==> src/rtl/merge_pkg.sv <==
`timescale 1ns/1ps
package merge_pkg;
  // Which buffered input a merge cell forwards this cycle.
  typedef enum logic {
    PICK_L = 1'b0,
    PICK_R = 1'b1
  } pick_e;
endpackage

==> src/rtl/merge_cell.sv <==
`timescale 1ns/1ps
module merge_cell
  import merge_pkg::*;
#(
  parameter int KEY_W = 16,
  parameter int VAL_W = 16
) (
  input  logic             clk,
  input  logic             rst_n,
  input  logic             l_valid,
  output logic             l_ready,
  input  logic [KEY_W-1:0] l_key,
  input  logic [VAL_W-1:0] l_val,
  input  logic             l_last,
  input  logic             r_valid,
  output logic             r_ready,
  input  logic [KEY_W-1:0] r_key,
  input  logic [VAL_W-1:0] r_val,
  input  logic             r_last,
  output logic             o_valid,
  input  logic             o_ready,
  output logic [KEY_W-1:0] o_key,
  output logic [VAL_W-1:0] o_val,
  output logic             o_last
);
  // one-record buffer per side
  logic             lb_v, rb_v;
  logic [KEY_W-1:0] lb_k, rb_k;
  logic [VAL_W-1:0] lb_d, rb_d;
  logic             lb_l, rb_l;
  // side has delivered its end-flagged record in this batch
  logic             l_done, r_done;

  logic  l_ok, r_ok, fire, take_l, take_r;
  pick_e pick;

  // a finished side counts as +infinity; ties go left
  assign l_ok = lb_v && (r_done || (rb_v && (lb_k <= rb_k)));
  assign r_ok = rb_v && (l_done || (lb_v && (rb_k < lb_k)));
  assign pick = l_ok ? PICK_L : PICK_R;

  assign o_valid = l_ok || r_ok;
  assign o_key   = (pick == PICK_L) ? lb_k : rb_k;
  assign o_val   = (pick == PICK_L) ? lb_d : rb_d;
  assign o_last  = (pick == PICK_L) ? (lb_l && r_done) : (rb_l && l_done);

  assign fire   = o_valid && o_ready;
  assign take_l = fire && l_ok;
  assign take_r = fire && r_ok;

  // no refill behind an end-flagged record until the batch moves on
  assign l_ready = !l_done && (!lb_v || (take_l && !lb_l));
  assign r_ready = !r_done && (!rb_v || (take_r && !rb_l));

  always_ff @(posedge clk or negedge rst_n) begin
    if (!rst_n) begin
      lb_v <= 1'b0;
      lb_k <= '0;
      lb_d <= '0;
      lb_l <= 1'b0;
    end else if (l_valid && l_ready) begin
      lb_v <= 1'b1;
      lb_k <= l_key;
      lb_d <= l_val;
      lb_l <= l_last;
    end else if (take_l) begin
      lb_v <= 1'b0;
    end
  end

  always_ff @(posedge clk or negedge rst_n) begin
    if (!rst_n) begin
      rb_v <= 1'b0;
      rb_k <= '0;
      rb_d <= '0;
      rb_l <= 1'b0;
    end else if (r_valid && r_ready) begin
      rb_v <= 1'b1;
      rb_k <= r_key;
      rb_d <= r_val;
      rb_l <= r_last;
    end else if (take_r) begin
      rb_v <= 1'b0;
    end
  end

  always_ff @(posedge clk or negedge rst_n) begin
    if (!rst_n) begin
      l_done <= 1'b0;
      r_done <= 1'b0;
    end else if (fire && o_last) begin
      l_done <= 1'b0;
      r_done <= 1'b0;
    end else begin
      if (take_l && lb_l) l_done <= 1'b1;
      if (take_r && rb_l) r_done <= 1'b1;
    end
  end
endmodule

==> src/rtl/merge_out_stage.sv <==
`timescale 1ns/1ps
module merge_out_stage #(
  parameter int KEY_W = 16,
  parameter int VAL_W = 16
) (
  input  logic             clk,
  input  logic             rst_n,
  input  logic             i_valid,
  output logic             i_ready,
  input  logic [KEY_W-1:0] i_key,
  input  logic [VAL_W-1:0] i_val,
  input  logic             i_last,
  output logic             out_valid,
  input  logic             out_ready,
  output logic [KEY_W-1:0] out_key,
  output logic [VAL_W-1:0] out_val,
  output logic             out_last,
  output logic             out_same_key,
  output logic             done
);
  logic have_prev;
  logic accept;

  assign i_ready = !out_valid || out_ready;
  assign accept  = i_valid && i_ready;

  always_ff @(posedge clk or negedge rst_n) begin
    if (!rst_n) begin
      out_valid    <= 1'b0;
      out_key      <= '0;
      out_val      <= '0;
      out_last     <= 1'b0;
      out_same_key <= 1'b0;
      have_prev    <= 1'b0;
    end else if (accept) begin
      out_valid    <= 1'b1;
      out_key      <= i_key;
      out_val      <= i_val;
      out_last     <= i_last;
      // out_key still holds the previously accepted key here
      out_same_key <= have_prev && (i_key == out_key);
      have_prev    <= !i_last;
    end else if (out_ready) begin
      out_valid <= 1'b0;
    end
  end

  always_ff @(posedge clk or negedge rst_n) begin
    if (!rst_n) done <= 1'b0;
    else        done <= out_valid && out_ready && out_last;
  end
endmodule

==> src/rtl/kway_merge_sorter.sv <==
`timescale 1ns/1ps
module kway_merge_sorter #(
  parameter int WAYS  = 4,
  parameter int KEY_W = 16,
  parameter int VAL_W = 16
) (
  input  logic                        clk,
  input  logic                        rst_n,
  input  logic [WAYS-1:0]             lane_valid,
  output logic [WAYS-1:0]             lane_ready,
  input  logic [WAYS-1:0][KEY_W-1:0]  lane_key,
  input  logic [WAYS-1:0][VAL_W-1:0]  lane_val,
  input  logic [WAYS-1:0]             lane_last,
  output logic                        out_valid,
  input  logic                        out_ready,
  output logic [KEY_W-1:0]            out_key,
  output logic [VAL_W-1:0]            out_val,
  output logic                        out_last,
  output logic                        out_same_key,
  output logic                        done
);
  // heap-ordered stream nodes: 0 is the root, leaves WAYS-1 .. NODES-1
  localparam int NODES = 2 * WAYS - 1;
  localparam int LEAF0 = WAYS - 1;

  logic [NODES-1:0]            nv, nr, nl;
  logic [NODES-1:0][KEY_W-1:0] nk;
  logic [NODES-1:0][VAL_W-1:0] nd;

  for (genvar i = 0; i < WAYS; i++) begin : g_lane
    assign nv[LEAF0+i]  = lane_valid[i];
    assign nk[LEAF0+i]  = lane_key[i];
    assign nd[LEAF0+i]  = lane_val[i];
    assign nl[LEAF0+i]  = lane_last[i];
    assign lane_ready[i] = nr[LEAF0+i];
  end

  for (genvar n = 0; n < WAYS - 1; n++) begin : g_cell
    merge_cell #(.KEY_W(KEY_W), .VAL_W(VAL_W)) u_cell (
      .clk    (clk),
      .rst_n  (rst_n),
      .l_valid(nv[2*n+1]),
      .l_ready(nr[2*n+1]),
      .l_key  (nk[2*n+1]),
      .l_val  (nd[2*n+1]),
      .l_last (nl[2*n+1]),
      .r_valid(nv[2*n+2]),
      .r_ready(nr[2*n+2]),
      .r_key  (nk[2*n+2]),
      .r_val  (nd[2*n+2]),
      .r_last (nl[2*n+2]),
      .o_valid(nv[n]),
      .o_ready(nr[n]),
      .o_key  (nk[n]),
      .o_val  (nd[n]),
      .o_last (nl[n])
    );
  end

  merge_out_stage #(.KEY_W(KEY_W), .VAL_W(VAL_W)) u_out (
    .clk         (clk),
    .rst_n       (rst_n),
    .i_valid     (nv[0]),
    .i_ready     (nr[0]),
    .i_key       (nk[0]),
    .i_val       (nd[0]),
    .i_last      (nl[0]),
    .out_valid   (out_valid),
    .out_ready   (out_ready),
    .out_key     (out_key),
    .out_val     (out_val),
    .out_last    (out_last),
    .out_same_key(out_same_key),
    .done        (done)
  );
endmodule

==> config.mk <==
export PLATFORM = sky130hd
export DESIGN_NAME = kway_merge_sorter
export DESIGN_NICKNAME = d
export VERILOG_FILES = /design/src/rtl/merge_pkg.sv /design/src/rtl/merge_cell.sv /design/src/rtl/merge_out_stage.sv /design/src/rtl/kway_merge_sorter.sv
export SDC_FILE = /design/constraint.sdc
export NUM_CORES = 1
export LEC_CHECK = 0
export BUFFER_PORTS_ARGS = -buffer_cell sky130_fd_sc_hd__buf_2
export CAP_MARGIN = 25
export CORE_ASPECT_RATIO = 0.7
export CORE_MARGIN = 1
export CORE_UTILIZATION = 50
export CTS_CLUSTER_SIZE = 12
export DETAILED_ROUTE_END_ITERATION = 6
export GPL_ROUTABILITY_DRIVEN = 0
export HOLD_SLACK_MARGIN = 0.1
export PLACE_DENSITY = 0.71
export SETUP_SLACK_MARGIN = 0.5
export SLEW_MARGIN = 20
export SYNTH_ARGS = -nofsm -noshare
export SYNTH_HDL_FRONTEND = slang
export SYNTH_SLANG_ARGS = --single-unit
==> constraint.sdc <==
create_clock -name clk -period 3.6 [get_ports clk]
set_input_delay 0.36 -clock clk [delete_from_list [all_inputs] [get_ports clk]]
set_output_delay 0.36 -clock clk [all_outputs]
set_load 0.02 [all_outputs]
==> flow_metrics.env <==
export IMPL_drt_iter0_markers=599
export IMPL_via_per_inst=5.375
export IMPL_whs_endpoint="u_out.done$_DFF_PN0_"
export IMPL_route_detailed_drc=0
export IMPL_maxCapViolations=0
export IMPL_cp_max_fo=3
export IMPL_ys_top_cells_by_area="dfrtp_1 51%, mux2_2 9.3%, mux2i_1 5.4%"
export IMPL_hold_viol=0
export IMPL_synthTopCellsByCount="247 x dfrtp_1, 127 x nand2_1, 111 x o21ai_0"
export IMPL_grt_pass1_vias=9631
export IMPL_vias=9492
export IMPL_dr_pass1_iters=5
export IMPL_slew_violations=0
export IMPL_period_share_pct=100.3
export IMPL_grt_pass1_wl_um=49430
export IMPL_outcome="complete, but fails checks"
export IMPL_power_frac_seq_pct=32.7
export IMPL_pwr_share_clk_pct=14.9
export IMPL_area_delta_synth_final_pct=32.82
export IMPL_p_sw_share_pct=41.23
export IMPL_fin_skew_ns=0.01442
export IMPL_power_switching_mw=6.696
export IMPL_die_w_um=188.4
export IMPL_crit_type="register to output port"
export IMPL_cts_sinks=247
export IMPL_critPathSlowestCell="a2111o_1"
export IMPL_internal_power_mw=9.545
export IMPL_grt_max_degree=104
export IMPL_grt_total_usage_pct=24.85
export IMPL_place_port_buffers=178
export IMPL_dieArea_um2=24970
export IMPL_power_leakage_nw=7.806
export IMPL_holdPathStages=2
export IMPL_syn_area_um2=12170
export IMPL_place_ws_ns=0.2440
export IMPL_crit_reg2reg_launch="g_cell[0].u_cell.rb_k[10]$_DFFE_PN0N_"
export IMPL_drt_wl_total_um=31980
export IMPL_finalSetupViolations=1
export IMPL_async_flop_share_pct=100.0
export IMPL_hp_class="input pin to register"
export IMPL_rsz0062_at_grt="true"
export IMPL_ant_nets=0
export IMPL_wl_per_cell_um=18.11
export IMPL_fin_hold_ws_ns=0.1156
export IMPL_fin_crit_ns=3.610
export IMPL_clk_path_buf_depth=3
export IMPL_fin_nets=1625
export IMPL_syn_num_nets=1283
export IMPL_initial_core_util_pct=51.21
export IMPL_syn_avg_cell_area_um2=11.10
export IMPL_ys_seq_elements=247
export IMPL_ys_seq_area_share_pct=50.81
export IMPL_hpwl_um=20300
export IMPL_critPathMaxStageDelay_ns=0.49
export IMPL_yosysUniqueCellTypes=60
export IMPL_drive_gt1_share_pct=30.04
export IMPL_fp_coreArea_um2=23760
export IMPL_startpoint_type="register"
export IMPL_slew_limit_headroom_pct=41.56
export IMPL_yosysTopAreaCellShare_pct=50.81
export IMPL_max_freq_mhz=277.0
export IMPL_synth_flop_cell="dfrtp_1"
export IMPL_powerDensity_nw_per_um2=1005
export IMPL_cts_tree="yes"
export IMPL_gr_total_overflow=0
export IMPL_clk_pin_slew_ns=0.06
export IMPL_setup_worst_path_end_class="output port"
export IMPL_comb_power_share_pct=52.4
export IMPL_ios=179
export IMPL_die_h_um=132.5
export IMPL_cts_root_buffer="clkbuf_16"
export IMPL_synth_most_common_cell="dfrtp_1"
export IMPL_hp_start="out_ready"
export IMPL_fin_ws_ns=-0.009858
export IMPL_ctsHtreeMaxLevel=1
export IMPL_antennaDiodeCount=0
export IMPL_worst_slew_pin_slew_ns=0.8765
export IMPL_violations="negative setup slack"
export IMPL_antenna_found_initial=0
export IMPL_yosysTopAreaCell="dfrtp_1"
export IMPL_required_ns=3.24
export IMPL_worstPathArrival_ns=3.25
export IMPL_clk_latency_ns=0.54
export IMPL_path_cells="ha_1 -> and3_4 -> nand4_1 -> a21oi_2 -> nor3_4 -> a2111o_1 -> a2111oi_4 -> o21a_1 -> buf_6"
export IMPL_syn_inst=1096
export IMPL_r2r_cells=14
export IMPL_finish_utilization_pct=68.01
export IMPL_synth_edf_count=0
export IMPL_reg2reg_to="g_cell[1].u_cell.lb_d[10]$_DFFE_PN0P_"
export IMPL_ir_worst_vdd_uv=702.2
export IMPL_regToRegSetupSlack_ns=0.27
export IMPL_num_rows=47
export IMPL_yosys_warnings=0
export IMPL_cts_buffers_inserted=25
-- metrics by stage --
stage | cell area [um^2] | setup TNS, ns | power, mW | instances
3_3_place_gp | 13430 | 0 | 12.50 | 1557
3_5_place_dp | 13430 | 0 | 12.74 | 1557
4_1_cts | 15800 | 0 | 15.67 | 1750
6_report | 16160 | -0.009858 | 16.24 | 1766
2_1_floorplan | 12170 | 0 | 10.61 | 1096
5_1_grt | 16160 | -0.08755 | 17.38 | 1766
-- worst max-delay path, delay by kind of cell (launching register included) --
| family | cells | cell delay [ns] |
|---|---|---|
| AOI/OAI and AO/OA | 4 | 1.35 |
| adders and majority gates | 1 | 0.34 |
| buffers and inverters | 1 | 0.13 |
| DFF | 1 | 0.42 |
| and+or+nand+nor | 3 | 0.48 |
-- flip-flops by register name, summed over array words and instances, names as in the netlist, 16 cells and up --
register / flops
g_cell.u_cell.rb_d: 48
g_cell.u_cell.lb_k: 48
g_cell.u_cell.lb_d: 48
u_out.out_key: 16
g_cell.u_cell.rb_k: 48
u_out.out_val: 16
-- worst max path at each step --
stage | depth (start not counted) | end | slack, ns | from
global route | 9 | lane_ready[1] | -0.09 | g_cell[0].u_cell.rb_k[14]$_DFFE_PN0N_
global placement | 11 | g_cell[1].u_cell.lb_d[12]$_DFFE_PN0P_ | 0.40 | g_cell[0].u_cell.lb_k[13]$_DFFE_PN0N_
detailed placement | 11 | g_cell[1].u_cell.lb_k[12]$_DFFE_PN0P_ | 0.24 | g_cell[0].u_cell.lb_k[13]$_DFFE_PN0N_
CTS | 9 | lane_ready[1] | 0.04 | g_cell[0].u_cell.rb_k[15]$_DFFE_PN0N_
finish | 9 | lane_ready[1] | -0.01 | g_cell[0].u_cell.rb_k[10]$_DFFE_PN0N_
floorplan | 10 | g_cell[2].u_cell.rb_d[0]$_DFFE_PN0P_ | 0.52 | g_cell[0].u_cell.rb_k[14]$_DFFE_PN0N_
-- metal layers --
| layer | GRT usage [%] | part of all wire (%) | vias to the layer above |
|---|---|---|---|
| li1 | - | - | 4515 |
| met1 | 34.36 | 46 | 4627 |
| met2 | 40.82 | 47 | 287 |
| met3 | 3.820 | 5.0 | 63 |
| met4 | 6.900 | 2.5 | 0 |
| met5 | 0 | 0 | - |
-- area by class of cell --
class | count | area, um^2
clock buffers | 35 | 703.2
flip-flops and latches | 247 | 6183
repair buffers | 369 | 2855
multi-input cells | 735 | 5768
inverters | 60 | 225.2
well taps | 318 | 397.9
fillers | 1790 | 7600
clock inverters | 2 | 25.02
-- cells in the final DEF, fill, tap and decap left out, types with 6 or more instances in the layout --
master           n
a31oi_1          6
mux2_4          50
nor2b_1          7
o21ai_0        109
nand4_1         12
ha_1            43
mux2i_1         66
nand2_1        127
inv_1           58
dfrtp_1        245
a21oi_1         51
buf_4           43
xor2_1          17
mux2_2          80
nor2_1          49
nand3_1          6
clkbuf_16       27
buf_6            6
buf_2          175
dlygate4sd3_1  132
nand2b_1        10
o21a_1           7
buf_12           8
clkbuf_1         6
a21o_1          12
-- power groups by stage --
stage	clock network (mW)	logic, mW	registers (mW)
detailed placement	0	7.39	5.35
floorplan	0	5.49	5.12
global placement	0	7.22	5.29
finish	2.42	8.51	5.32
global route	2.57	9.33	5.48
CTS	2.46	7.93	5.28
-- cells by family (layout without fill, tap and decap cells) --
logic type                 after synthesis  in the layout  synth area share [%]
DFF                                    247            247                 50.81
and+or+nand+nor                        238            238                 8.763
AOI/OAI and AO/OA                      230            231                 11.37
muxes                                  196            196                 18.36
buffers and inverters                  115            466                 4.186
adders and majority gates               48             48                 4.937
xor gates and xnor gates                22             22                 1.584
-- what timing repair did --
item,CTS,global route
endpoints found under the setup margin,118,159
buffers inserted,23,12
gates resized for setup,21,45
gates cloned,1,4
pin swaps,13,16
hold buffers,132,0
endpoints found under the hold margin,230,0
Note: power is estimated with default switching activity, not from simulation.
